`src/rtl/sgdma_pkg.sv`:
```
package sgdma_pkg;

    typedef enum logic [2:0] {
        S_IDLE,
        S_CHECK,
        S_CMD,
        S_DATA,
        S_NEXT,
        S_DONE
    } sg_state_t;

    typedef enum logic {
        DIR_GATHER  = 1'b0,
        DIR_SCATTER = 1'b1
    } sg_dir_t;

endpackage

```
`src/rtl/sgdma_fifo.sv`:
```
module sgdma_fifo #(
    parameter int WIDTH = 8,
    parameter int DEPTH = 8
) (
    input  logic             clk,
    input  logic             rst_n,
    input  logic             wr_en,
    input  logic [WIDTH-1:0] wr_data,
    input  logic             rd_en,
    output logic [WIDTH-1:0] rd_data,
    output logic             full,
    output logic             empty
);
    localparam int AW = (DEPTH > 1) ? $clog2(DEPTH) : 1;
    localparam int CW = $clog2(DEPTH + 1);

    logic [WIDTH-1:0] mem [DEPTH];
    logic [AW-1:0]    wp, rp;
    logic [CW-1:0]    cnt;

    always_ff @(posedge clk) begin
        if (!rst_n) begin
            wp  <= '0;
            rp  <= '0;
            cnt <= '0;
        end else begin
            if (wr_en) wp <= (wp == AW'(DEPTH - 1)) ? '0 : wp + AW'(1);
            if (rd_en) rp <= (rp == AW'(DEPTH - 1)) ? '0 : rp + AW'(1);
            unique case ({wr_en, rd_en})
                2'b10:   cnt <= cnt + CW'(1);
                2'b01:   cnt <= cnt - CW'(1);
                default: cnt <= cnt;
            endcase
        end
    end

    always_ff @(posedge clk) begin
        if (wr_en) mem[wp] <= wr_data;
    end

    assign rd_data = mem[rp];
    assign full    = (cnt == CW'(DEPTH));
    assign empty   = (cnt == '0);

    // the owner never writes into a full queue
    assert_no_overflow_R10: assert property (@(posedge clk) disable iff (!rst_n)
        wr_en |-> !full);
    // retiring only ever happens with something held
    assert_no_underflow_R2: assert property (@(posedge clk) disable iff (!rst_n)
        rd_en |-> !empty);
    // a lone write grows the occupancy by one
    assert_count_step_R2: assert property (@(posedge clk) disable iff (!rst_n)
        (wr_en && !rd_en) |=> !empty);

endmodule

```
`src/rtl/sgdma_burst_calc.sv`:
```
module sgdma_burst_calc #(
    parameter int HA_W       = 20,
    parameter int LEN_W      = 12,
    parameter int BEAT_W     = 5,
    parameter int MAX_BURST  = 16,
    parameter int PAGE_WORDS = 1024
) (
    input  logic [HA_W-1:0]   addr,
    input  logic [LEN_W-1:0]  remain,
    output logic [BEAT_W-1:0] beats
);
    localparam int PG_W = $clog2(PAGE_WORDS);

    logic [31:0] to_end;
    logic [31:0] rem;
    logic [31:0] pick;

    always_comb begin
        to_end = 32'(PAGE_WORDS) - 32'(addr[PG_W-1:0]);
        rem    = 32'(remain);
        pick   = 32'(MAX_BURST);
        if (rem < pick)    pick = rem;
        if (to_end < pick) pick = to_end;
        beats  = BEAT_W'(pick);
    end

endmodule

```
`src/rtl/sgdma_engine.sv`:
```
module sgdma_engine
    import sgdma_pkg::*;
#(
    parameter int TAG_W          = 4,
    parameter int HA_W           = 20,
    parameter int PA_W           = 12,
    parameter int LEN_W          = 12,
    parameter int DATA_W         = 32,
    parameter int NFRAG          = 4,
    parameter int QDEPTH         = 8,
    parameter int MAX_BURST      = 16,
    parameter int PAGE_WORDS     = 1024,
    parameter int MAX_FRAG_WORDS = 1024,
    parameter int NF_W           = $clog2(NFRAG + 1),
    parameter int BEAT_W         = $clog2(MAX_BURST + 1)
) (
    input  logic                   clk,
    input  logic                   rst_n,
    input  logic                   req_valid,
    output logic                   req_ready,
    input  logic [TAG_W-1:0]       req_tag,
    input  logic                   req_dir,
    input  logic                   req_irq,
    input  logic [NF_W-1:0]        req_nfrag,
    input  logic [PA_W-1:0]        req_pkt_addr,
    input  logic [NFRAG*HA_W-1:0]  req_frag_addr,
    input  logic [NFRAG*LEN_W-1:0] req_frag_len,
    output logic                   q_full,
    output logic                   q_empty,
    output logic                   resp_valid,
    output logic [TAG_W:0]         resp_data,
    input  logic                   resp_pop,
    output logic                   irq,
    output logic                   hb_req,
    output logic                   hb_we,
    output logic [HA_W-1:0]        hb_addr,
    output logic [BEAT_W-1:0]      hb_beats,
    input  logic                   hb_ack,
    input  logic                   hb_rvalid,
    input  logic [DATA_W-1:0]      hb_rdata,
    output logic                   hb_wvalid,
    input  logic                   hb_wready,
    output logic [DATA_W-1:0]      hb_wdata,
    output logic                   pm_we,
    output logic [PA_W-1:0]        pm_waddr,
    output logic [DATA_W-1:0]      pm_wdata,
    output logic [PA_W-1:0]        pm_raddr,
    input  logic [DATA_W-1:0]      pm_rdata
);
    localparam int FI_W     = (NFRAG > 1) ? $clog2(NFRAG) : 1;
    localparam int PG_W     = $clog2(PAGE_WORDS);
    localparam int OFF_ADDR = NFRAG * LEN_W;
    localparam int OFF_PKT  = OFF_ADDR + NFRAG * HA_W;
    localparam int OFF_NF   = OFF_PKT + PA_W;
    localparam int OFF_IRQ  = OFF_NF + NF_W;
    localparam int OFF_DIR  = OFF_IRQ + 1;
    localparam int OFF_TAG  = OFF_DIR + 1;
    localparam int ENT_W    = OFF_TAG + TAG_W;

    sg_state_t state, state_nx;

    // ---------------- request queue ----------------
    logic             req_push, req_pop, req_full, req_empty;
    logic [ENT_W-1:0] req_in, head;

    assign req_in   = {req_tag, req_dir, req_irq, req_nfrag, req_pkt_addr,
                       req_frag_addr, req_frag_len};
    assign req_push = req_valid && !req_full;

    sgdma_fifo #(.WIDTH(ENT_W), .DEPTH(QDEPTH)) u_req_q (
        .clk(clk), .rst_n(rst_n),
        .wr_en(req_push), .wr_data(req_in),
        .rd_en(req_pop), .rd_data(head),
        .full(req_full), .empty(req_empty)
    );

    // ---------------- head request fields ----------------
    logic [TAG_W-1:0] hd_tag;
    sg_dir_t          hd_dir;
    logic             hd_irq;
    logic [NF_W-1:0]  hd_nfrag;
    logic [PA_W-1:0]  hd_pkt;
    logic [HA_W-1:0]  fa [NFRAG];
    logic [LEN_W-1:0] fl [NFRAG];
    logic [NFRAG-1:0] frag_bad;
    logic             chk_err;

    assign hd_tag   = head[OFF_TAG +: TAG_W];
    assign hd_dir   = sg_dir_t'(head[OFF_DIR]);
    assign hd_irq   = head[OFF_IRQ];
    assign hd_nfrag = head[OFF_NF +: NF_W];
    assign hd_pkt   = head[OFF_PKT +: PA_W];

    for (genvar g = 0; g < NFRAG; g++) begin : g_frag
        assign fa[g] = head[OFF_ADDR + g*HA_W +: HA_W];
        assign fl[g] = head[g*LEN_W +: LEN_W];
        assign frag_bad[g] = (NF_W'(g) < hd_nfrag) &&
                             ((fl[g] == '0) || (fl[g] > LEN_W'(MAX_FRAG_WORDS)));
    end

    assign chk_err = (hd_nfrag == '0) || (hd_nfrag > NF_W'(NFRAG)) || (|frag_bad);

    // ---------------- working registers ----------------
    logic [FI_W-1:0]   frag_idx, nxt_idx;
    logic [HA_W-1:0]   cur_addr;
    logic [LEN_W-1:0]  remain;
    logic [PA_W-1:0]   pm_ptr;
    logic [BEAT_W-1:0] beats_left, calc_beats;
    logic              err_r;
    logic              beat, last_frag;

    assign nxt_idx   = frag_idx + FI_W'(1);
    assign last_frag = (NF_W'(frag_idx) + NF_W'(1)) == hd_nfrag;
    assign beat      = (state == S_DATA) &&
                       ((hd_dir == DIR_SCATTER) ? hb_wready : hb_rvalid);

    sgdma_burst_calc #(
        .HA_W(HA_W), .LEN_W(LEN_W), .BEAT_W(BEAT_W),
        .MAX_BURST(MAX_BURST), .PAGE_WORDS(PAGE_WORDS)
    ) u_calc (
        .addr(cur_addr), .remain(remain), .beats(calc_beats)
    );

    // ---------------- response queue ----------------
    logic resp_push, resp_full, resp_empty;

    assign resp_push = (state == S_DONE) && !resp_full;
    assign req_pop   = resp_push;

    sgdma_fifo #(.WIDTH(TAG_W + 1), .DEPTH(QDEPTH)) u_resp_q (
        .clk(clk), .rst_n(rst_n),
        .wr_en(resp_push), .wr_data({err_r, hd_tag}),
        .rd_en(resp_pop && !resp_empty), .rd_data(resp_data),
        .full(resp_full), .empty(resp_empty)
    );

    // ---------------- state register ----------------
    always_ff @(posedge clk) begin
        if (!rst_n) state <= S_IDLE;
        else        state <= state_nx;
    end

    // ---------------- next state ----------------
    always_comb begin
        state_nx = state;
        unique case (state)
            S_IDLE:  if (!req_empty) state_nx = S_CHECK;
            S_CHECK: state_nx = chk_err ? S_DONE : S_CMD;
            S_CMD:   if (hb_ack) state_nx = S_DATA;
            S_DATA:  if (beat && beats_left == BEAT_W'(1))
                         state_nx = (remain == LEN_W'(1)) ? S_NEXT : S_CMD;
            S_NEXT:  state_nx = last_frag ? S_DONE : S_CMD;
            S_DONE:  if (!resp_full) state_nx = S_IDLE;
            default: state_nx = S_IDLE;
        endcase
    end

    // ---------------- datapath registers ----------------
    always_ff @(posedge clk) begin
        if (!rst_n) begin
            frag_idx   <= '0;
            cur_addr   <= '0;
            remain     <= '0;
            pm_ptr     <= '0;
            beats_left <= '0;
            err_r      <= 1'b0;
        end else begin
            unique case (state)
                S_CHECK: begin
                    err_r    <= chk_err;
                    frag_idx <= '0;
                    cur_addr <= fa[0];
                    remain   <= fl[0];
                    pm_ptr   <= hd_pkt;
                end
                S_CMD: if (hb_ack) beats_left <= calc_beats;
                S_DATA: if (beat) begin
                    cur_addr   <= cur_addr + HA_W'(1);
                    pm_ptr     <= pm_ptr + PA_W'(1);
                    remain     <= remain - LEN_W'(1);
                    beats_left <= beats_left - BEAT_W'(1);
                end
                S_NEXT: if (!last_frag) begin
                    frag_idx <= nxt_idx;
                    cur_addr <= fa[nxt_idx];
                    remain   <= fl[nxt_idx];
                end
                default: ;
            endcase
        end
    end

    // ---------------- interrupt ----------------
    logic irq_set;
    assign irq_set = resp_push && hd_irq;

    always_ff @(posedge clk) begin
        if (!rst_n)        irq <= 1'b0;
        else if (irq_set)  irq <= 1'b1;
        else if (resp_pop) irq <= 1'b0;
    end

    // ---------------- outputs ----------------
    always_comb begin
        req_ready  = !req_full;
        q_full     = req_full;
        q_empty    = req_empty;
        resp_valid = !resp_empty;
        hb_req     = (state == S_CMD);
        hb_we      = (hd_dir == DIR_SCATTER);
        hb_addr    = cur_addr;
        hb_beats   = calc_beats;
        hb_wvalid  = (state == S_DATA) && (hd_dir == DIR_SCATTER);
        hb_wdata   = pm_rdata;
        pm_raddr   = pm_ptr;
        pm_we      = (state == S_DATA) && (hd_dir == DIR_GATHER) && hb_rvalid;
        pm_waddr   = pm_ptr;
        pm_wdata   = hb_rdata;
    end

    // ---------------- assertions ----------------
    assert_cmd_hold_R6: assert property (@(posedge clk) disable iff (!rst_n)
        (hb_req && !hb_ack) |=> (hb_req && $stable(hb_addr) && $stable(hb_beats) && $stable(hb_we)));

    assert_burst_page_R5: assert property (@(posedge clk) disable iff (!rst_n)
        hb_req |-> ((32'(hb_addr[PG_W-1:0]) + 32'(hb_beats)) <= 32'(PAGE_WORDS)));

    assert_burst_size_R5: assert property (@(posedge clk) disable iff (!rst_n)
        hb_req |-> (hb_beats != '0 && hb_beats <= BEAT_W'(MAX_BURST)));

    assert_err_no_bus_R8: assert property (@(posedge clk) disable iff (!rst_n)
        hb_req |-> !err_r);

    assert_irq_raise_R9: assert property (@(posedge clk) disable iff (!rst_n)
        irq_set |=> irq);

    assert_irq_clear_R9: assert property (@(posedge clk) disable iff (!rst_n)
        (resp_pop && !irq_set) |=> !irq);

    assert_stall_full_R10: assert property (@(posedge clk) disable iff (!rst_n)
        (state == S_DONE && resp_full && !resp_pop) |=> (state == S_DONE));

endmodule

```
`config.mk`:
```
export PLATFORM = sky130hd
export DESIGN_NAME = sgdma_engine
export DESIGN_NICKNAME = d
export VERILOG_FILES = /design/src/rtl/sgdma_pkg.sv /design/src/rtl/sgdma_fifo.sv /design/src/rtl/sgdma_burst_calc.sv /design/src/rtl/sgdma_engine.sv
export SDC_FILE = /design/constraint.sdc
export NUM_CORES = 1
export LEC_CHECK = 0
export BUFFER_PORTS_ARGS = -buffer_cell sky130_fd_sc_hd__buf_2
export CAP_MARGIN = 20
export CORE_UTILIZATION = 27
export DETAILED_ROUTE_END_ITERATION = 8
export PLACE_DENSITY = 0.45
export SLEW_MARGIN = 20
export SYNTH_ARGS = -nofsm -noshare
export SYNTH_HDL_FRONTEND = slang
export SYNTH_SLANG_ARGS = --single-unit
```
`constraint.sdc`:
```
create_clock -name clk -period 42.9 [get_ports clk]
set_clock_uncertainty 0.05 [all_clocks]
set_input_delay 4.29 -clock clk [delete_from_list [all_inputs] [get_ports clk]]
set_output_delay 4.29 -clock clk [all_outputs]
set_load 0.05 [all_outputs]
```
# --- Word level (Yosys, flattened, before mapping) ---
# Memory sizes are Yosys's and may differ from the RTL's. A register that Yosys moved wholly into a read port is not among the register bits.
# Index checks and enable logic that the tools add are counted.
totals:
  ff_bits: 76
  mem_bits_rw: 1232
  inputBits: 220
  output_inout_bits: 127
  wordCells: 158
  n_memories: 2
mem_list:
  columns: ["name", "words", "width", "rd", "rd_ports_with_merged_regs", "write_ports", "line_no", "rtl"]
  rows:
  - ["u_req_q.mem", 8, 149, 1, 1, 1, "sgdma_fifo.sv:17", "logic [WIDTH-1:0] mem [DEPTH];"]
  - ["u_resp_q.mem", 8, 5, 1, 1, 1, "sgdma_fifo.sv:17", null]
classes:
  add_sub_neg: 15
  order_cmp: 12
  n_eq_ne: 24
  n_mux: 46
  n_bitwise: 2
  n_reduce_logical: 43
op_table:
  columns: ["operator", "n"]
  rows:
  - ["$mux 20", 4]
  - ["$mux 12", 6]
  - ["$pmux 20 s3", 1]
  - ["$gt 12x11->1 const B", 4]
  - ["$logic_not 12->1", 4]
  - ["$mux 3", 15]
  - ["$bmux 20 s2", 1]
  - ["$pmux 12 s3", 1]
  - ["$lt 32x12->1", 1]
  - ["$bmux 12 s2", 1]
  - ["$pmux 12 s2", 1]
  - ["$add 20x1->20 const B", 1]
  - ["$eq 3x3->1 const B", 6]
  - ["$pmux 3 s6", 1]
  - ["$pmux 4 s2", 2]
  - ["$mux 5", 3]
  - ["$logic_and 1x1->1", 13]
  - ["$add 12x1->12 const B", 1]
  - ["$add 3x1->3 const B", 4]
  - ["$eq 12x1->1 const B", 1]
  - ["$lt 12x5->1 const B", 1]
  - ["$reduce_bool 2->1", 6]
  - ["$sub 11x10->12 const A", 1]
  - ["$sub 12x1->12 const B", 1]
  - ["other kinds (33)", 62]

# --- Logic depth before layout (Yosys ltp) ---
depth:
  word_depth: 7
  depth_mapped: 14
  ltp_nobuf: 13

# --- By module ---
# Synthesis repeated with hierarchy kept, for this count alone.
unflattened:
  cells_unflattened: 2641
  area_unflattened_um2: 53441.3
modules_own_cells:
  columns: ["mod", "instances", "cells_per_inst", "area_per_inst_um2", "seq_area_each_um2"]
  rows:
  - ["sgdma_fifo (u_req_q)", 1, 1796, 45397.3, 36054.6]
  - ["sgdma_engine", 1, 648, 5303.8, 1121.1]
  - ["sgdma_fifo (u_resp_q)", 1, 132, 2215.9, 1461.4]
  - ["sgdma_burst_calc", 1, 65, 524.3, 0.0]

# --- Worst setup path before layout ---
# No wires, ideal clock.
synth_path:
  path_kind: "input-to-reg"
  startpoint: "in req_valid"
  endpoint: "mem u_req_q.mem[0][0] (netlist name), enable pin"
  setup_time_ps: 1026
  arrival_time_ps: 18560
  required_time_ps: 41824
  slack_ps: 23264
  path_stages: 2
  n_path_buf: 0
  path_cell_list: "nand2_1 > nor4_1"
synth_between:
  elab_chain_len: 3
synth_rtl:
  columns: ["element", "line_no", "rtl"]
  rows:
  - ["start, declared", "sgdma_engine.sv:19", "input logic req_valid,"]
  - ["$logic_and 1x1->1", "sgdma_engine.sv:68", "assign req_push = req_valid && !req_full;"]
  - ["$mux 1", "sgdma_fifo.sv:38", "if (wr_en) mem[wp] <= wr_data;"]
  - ["$mux 1 (not written as such)", "sgdma_fifo.sv:38", null]
  - ["end, declared", "sgdma_fifo.sv:17", null]
# Every way passes these cells.

# --- Worst setup path after layout ---
layout_path:
  startpoint: "reg remain[7]"
  endpoint: "out hb_beats[0]"
layout_between:
  elab_chain_len: 4
layout_rtl:
  columns: ["element", "line_no", "rtl"]
  rows:
  - ["start, declared", "sgdma_engine.sv:106", "logic [LEN_W-1:0] remain;"]
  - ["start signal, assigned", "sgdma_engine.sv:173", "remain <= fl[0];"]
  - ["start signal, assigned", "sgdma_engine.sv:180", "remain <= remain - LEN_W'(1);"]
  - ["start signal, assigned", "sgdma_engine.sv:186", "remain <= fl[nxt_idx];"]
  - ["$lt 12x5->1", "sgdma_burst_calc.sv:22", "if (rem < pick) pick = rem;"]
  - ["$mux 12 (*)", "sgdma_burst_calc.sv:22", null]
  - ["$lt 32x12->1", "sgdma_burst_calc.sv:23", "if (to_end < pick) pick = to_end;"]
  - ["$mux 5 (*)", "sgdma_burst_calc.sv:23", null]
  - ["end, declared", "sgdma_engine.sv:37", "output logic [BEAT_W-1:0] hb_beats,"]
# Every way passes the cells marked *; elsewhere a longest branch is shown, timed or not.

==> impl_metrics.ini <==
[finish]
finish.utilization_pct = 31.4
fraction_of_layout_instances_using_a_drive_strength_above_1_pct = 27.7
layout-area-overhead-vs-synth_pct = 15.7
layoutNonFillerInstCount = 5662
final_design_area_no_fill_mm2 = 0.0613
nets = 3164

[synth]
postSynthCellCount = 2695
yosys_warnings = 0
synthArstFlopShare_pct = 0
synth-edff-count = 1232
share_of_synthesized_area_occupied_by_flip_flops_and_latches_pct = 73.0
netlist-cell-type-count = 76
post_synthesis_mean_instance_area_um2 = 19.7
synth_ff_type = sky130_fd_sc_hd__edfxtp_1
syn-cell-area_mm2 = 0.0530
ff_latch_count_synth = 1314

[route]
dr_wl_met3_um = 7230
m1WireLength_um = 57800
finalWirelength_um = 141000
total_via_count_after_detailed_routing = 26100
drcViolationCount = 0
detailedRoute.firstPassIterationCount = 5
detail_route.vias_per_cell = 4.60
post_drt_wl_per_cell_um = 24.9
met2_length_um = 71900
top_signal_layer_used = met5
detail_route.iter0.violations = 1855
antenna_viol_nets_final = 0

[power]
combPwrFrac_pct = 16.2
power_frac_seq_pct = 46.1
worst_vdd_rail_ir_drop_uv = 46.5
p_switching_uw = 925
p_sw_share_pct = 28.6
power_report.internal_total_uw = 2300
power_density_mw_per_mm2 = 52.7
totalPowerFinal_uw = 3230
cellLeakagePower_uw = 0.0189
proportion_of_power_drawn_by_the_clock_network_pct = 37.6

[place]
detailedPlacementHpwl_um = 84600
cells_after_dpl = 5383
finalWeightedCongestion = 0.766
port_buffers = 218
placement.cell_area_mm2 = 0.0566

[die]
core_area_mm2 = 0.195
floorplan.die_area_mm2 = 0.198
floorplan.rows = 162
floorplan.initialDensity_pct = 27.2
floorplan.io_pins = 347
die_height_um = 445
die_width_um = 445

[timing]
slew_headroom_pct = 30.0
hold_viol = 0
setup_total_neg_slack_ns = 0
max_slew.worst_pin.slew_ns = 1.02
period_share_pct = 21.5
time_the_worst_path_needs_with_i_o_delays_and_setup_ns = 9.23
finalSetupViolations = 0
grt_setup_unrepaired = no
slew_viol_final = 0
max_freq_mhz = 108

[worst_setup_path]
critical_path_class = reg2out
worst-endpoint-required_ns = 38.56
crit_path_end_kind = primary output
timing.critical_path.fanout_max = 9
arrival_ns = 4.89
crit_start_category = flop

[clocking]
path_clk_slew_ns = 0.05
post_cts.repair.setup_buffers = 0
cts_root_buf = sky130_fd_sc_hd__clkbuf_16
clock_tree_from_tritoncts = yes
hold_buffers = 0
worstSkewPairLatency_ns = 0.80
h-tree-depth = 4
cts_inserted_buffers = 149
number_of_cells_upsized_or_downsized_after_cts = 0
cts-root-to-sink-buffers = 3
cts_sinks = 1314

[global_routing]
globalRouteTotalUtil_pct = 14.2
initial_antenna_violation_count = 75
first_global_vias = 27000
grt-ovfl-total = 0
grt_start_max_net_pins = 115
grt_first_pass_wirelength_um = 203000

[min_path]
hold_path_class = reg2reg

[run]
max_cap_violations = 0

[run_status]
status = finished, final reports clean
[per-layer routing]
layer  track usage, %  vias up
met5                0        -
met4             4.27       44
met3             3.08      336
met1             17.6    13600
li1                 -    11500
met2             24.7      593
[critical path, stage by stage, from the launching register on]
cell and delay (ns):
sky130_fd_sc_hd__dfxtp_1 0.35, sky130_fd_sc_hd__or4_1 0.64, sky130_fd_sc_hd__nor3_2 0.59, sky130_fd_sc_hd__ha_1 0.26, sky130_fd_sc_hd__a21o_1 0.12, sky130_fd_sc_hd__a21oi_1 0.06, sky130_fd_sc_hd__o21ai_0 0.30, sky130_fd_sc_hd__nor3_1 0.08
sky130_fd_sc_hd__a211o_1 0.37, sky130_fd_sc_hd__nor2_1 0.31, sky130_fd_sc_hd__mux2i_1 0.65, sky130_fd_sc_hd__buf_2 0.39
[layout by cell type, fill, tap and decap left out, types with 8 or more instances in the layout]
cell	count
sky130_fd_sc_hd__a211oi_1	8
sky130_fd_sc_hd__a21boi_0	18
sky130_fd_sc_hd__a21oi_1	55
sky130_fd_sc_hd__a22oi_1	11
sky130_fd_sc_hd__a31oi_1	11
sky130_fd_sc_hd__and2_1	15
sky130_fd_sc_hd__buf_12	8
sky130_fd_sc_hd__buf_2	218
sky130_fd_sc_hd__buf_4	46
sky130_fd_sc_hd__clkbuf_1	42
sky130_fd_sc_hd__clkbuf_16	150
sky130_fd_sc_hd__clkbuf_8	9
sky130_fd_sc_hd__clkinv_1	29
sky130_fd_sc_hd__clkinv_2	18
sky130_fd_sc_hd__dfxtp_1	78
sky130_fd_sc_hd__edfxtp_1	1232
sky130_fd_sc_hd__ha_1	32
sky130_fd_sc_hd__inv_1	30
sky130_fd_sc_hd__mux2_2	38
sky130_fd_sc_hd__mux2i_1	105
sky130_fd_sc_hd__mux4_1	15
sky130_fd_sc_hd__mux4_2	301
sky130_fd_sc_hd__nand2_1	85
sky130_fd_sc_hd__nand3_1	30
sky130_fd_sc_hd__nor2_1	66
sky130_fd_sc_hd__nor2b_1	28
sky130_fd_sc_hd__nor3_1	30
sky130_fd_sc_hd__nor3b_1	14
sky130_fd_sc_hd__nor4_1	10
sky130_fd_sc_hd__o21ai_0	77
sky130_fd_sc_hd__o22ai_1	31
sky130_fd_sc_hd__or3_1	10
sky130_fd_sc_hd__xnor2_1	18
[layout make-up]
type,instances,area (um^2)
Fill cell,19000,134000
Sequential cell,1314,38600
Multi-Input combinational cell,1143,12900
Clock buffer,201,4040
Tap cell,2624,3280
Timing Repair Buffer,272,1600
Clock inverter,71,624
Inverter,30,113
Antenna cell,7,17.5
[path summary, 6_finish.rpt]
check                start           to  slack, ns  cells after the start
max              remain[7]  hb_beats[0]      33.67                     11
min          u_req_q.rp[2]         flop       0.45                      2
max reg2reg           flop   hb_addr[2]      38.17                      9
min reg2reg  u_req_q.rp[2]         flop       0.45                      2
[synthesized netlist by cell type, drive strengths merged (14+ instances only)]
cell / number / area [um^2]
nor2b: 28 / 175
dfxtp: 82 / 1640
and2: 16 / 100
ha: 32 / 400
clkbuf: 51 / 191
nand2: 86 / 323
a21oi: 57 / 285
inv: 30 / 113
o21ai: 78 / 390
xnor2: 18 / 158
o22ai: 31 / 194
nor3b: 14 / 105
buf: 162 / 1160
nor3: 35 / 180
mux2: 38 / 428
mux2i: 106 / 1070
mux4: 316 / 7170
nand3: 30 / 150
nor2: 70 / 263
edfxtp: 1232 / 37000
a21boi: 18 / 135
[cell families (layout without fill, tap and decap cells)]
group	after synthesis	after routing	share of synthesized area, %
buffers and inverters	243	574	2.77
other	1	13	0.00708
muxes	460	460	16.4
and+or+nand+nor	337	337	3.22
DFF	1314	1314	73.0
xor gates and xnor gates	25	25	0.413
adders and majority gates	34	34	0.832
AOI/OAI and AO/OA	281	281	3.43
[metrics by stage]
step | hold WS, ns | setup WS, ns
after floorplan | 0.417 | 23.26
after global placement | 0.441 | 33.79
after detailed placement | 0.436 | 33.81
after CTS | 0.458 | 33.55
after global routing | 0.482 | 33.38
final | 0.453 | 33.67
[sequential cells by signal, summed over array words and instances (netlist names), 4 cells and up, named ones only]
register / count
pm_raddr: 12
u_req_q.mem: 1192
beats_left: 5
remain: 12
u_resp_q.cnt: 4
hb_addr: 20
u_resp_q.mem: 40
u_req_q.cnt: 4
[power groups by stage]
stage / sequential, uW / clock [uW] / combinational, uW
floorplan: 1540 / 0 / 336
global placement: 1520 / 0 / 538
detailed placement: 1520 / 0 / 536
CTS: 1490 / 1250 / 538
global route: 1500 / 1300 / 567
finish: 1490 / 1220 / 525
Note: power is estimated with default switching activity, not from simulation.
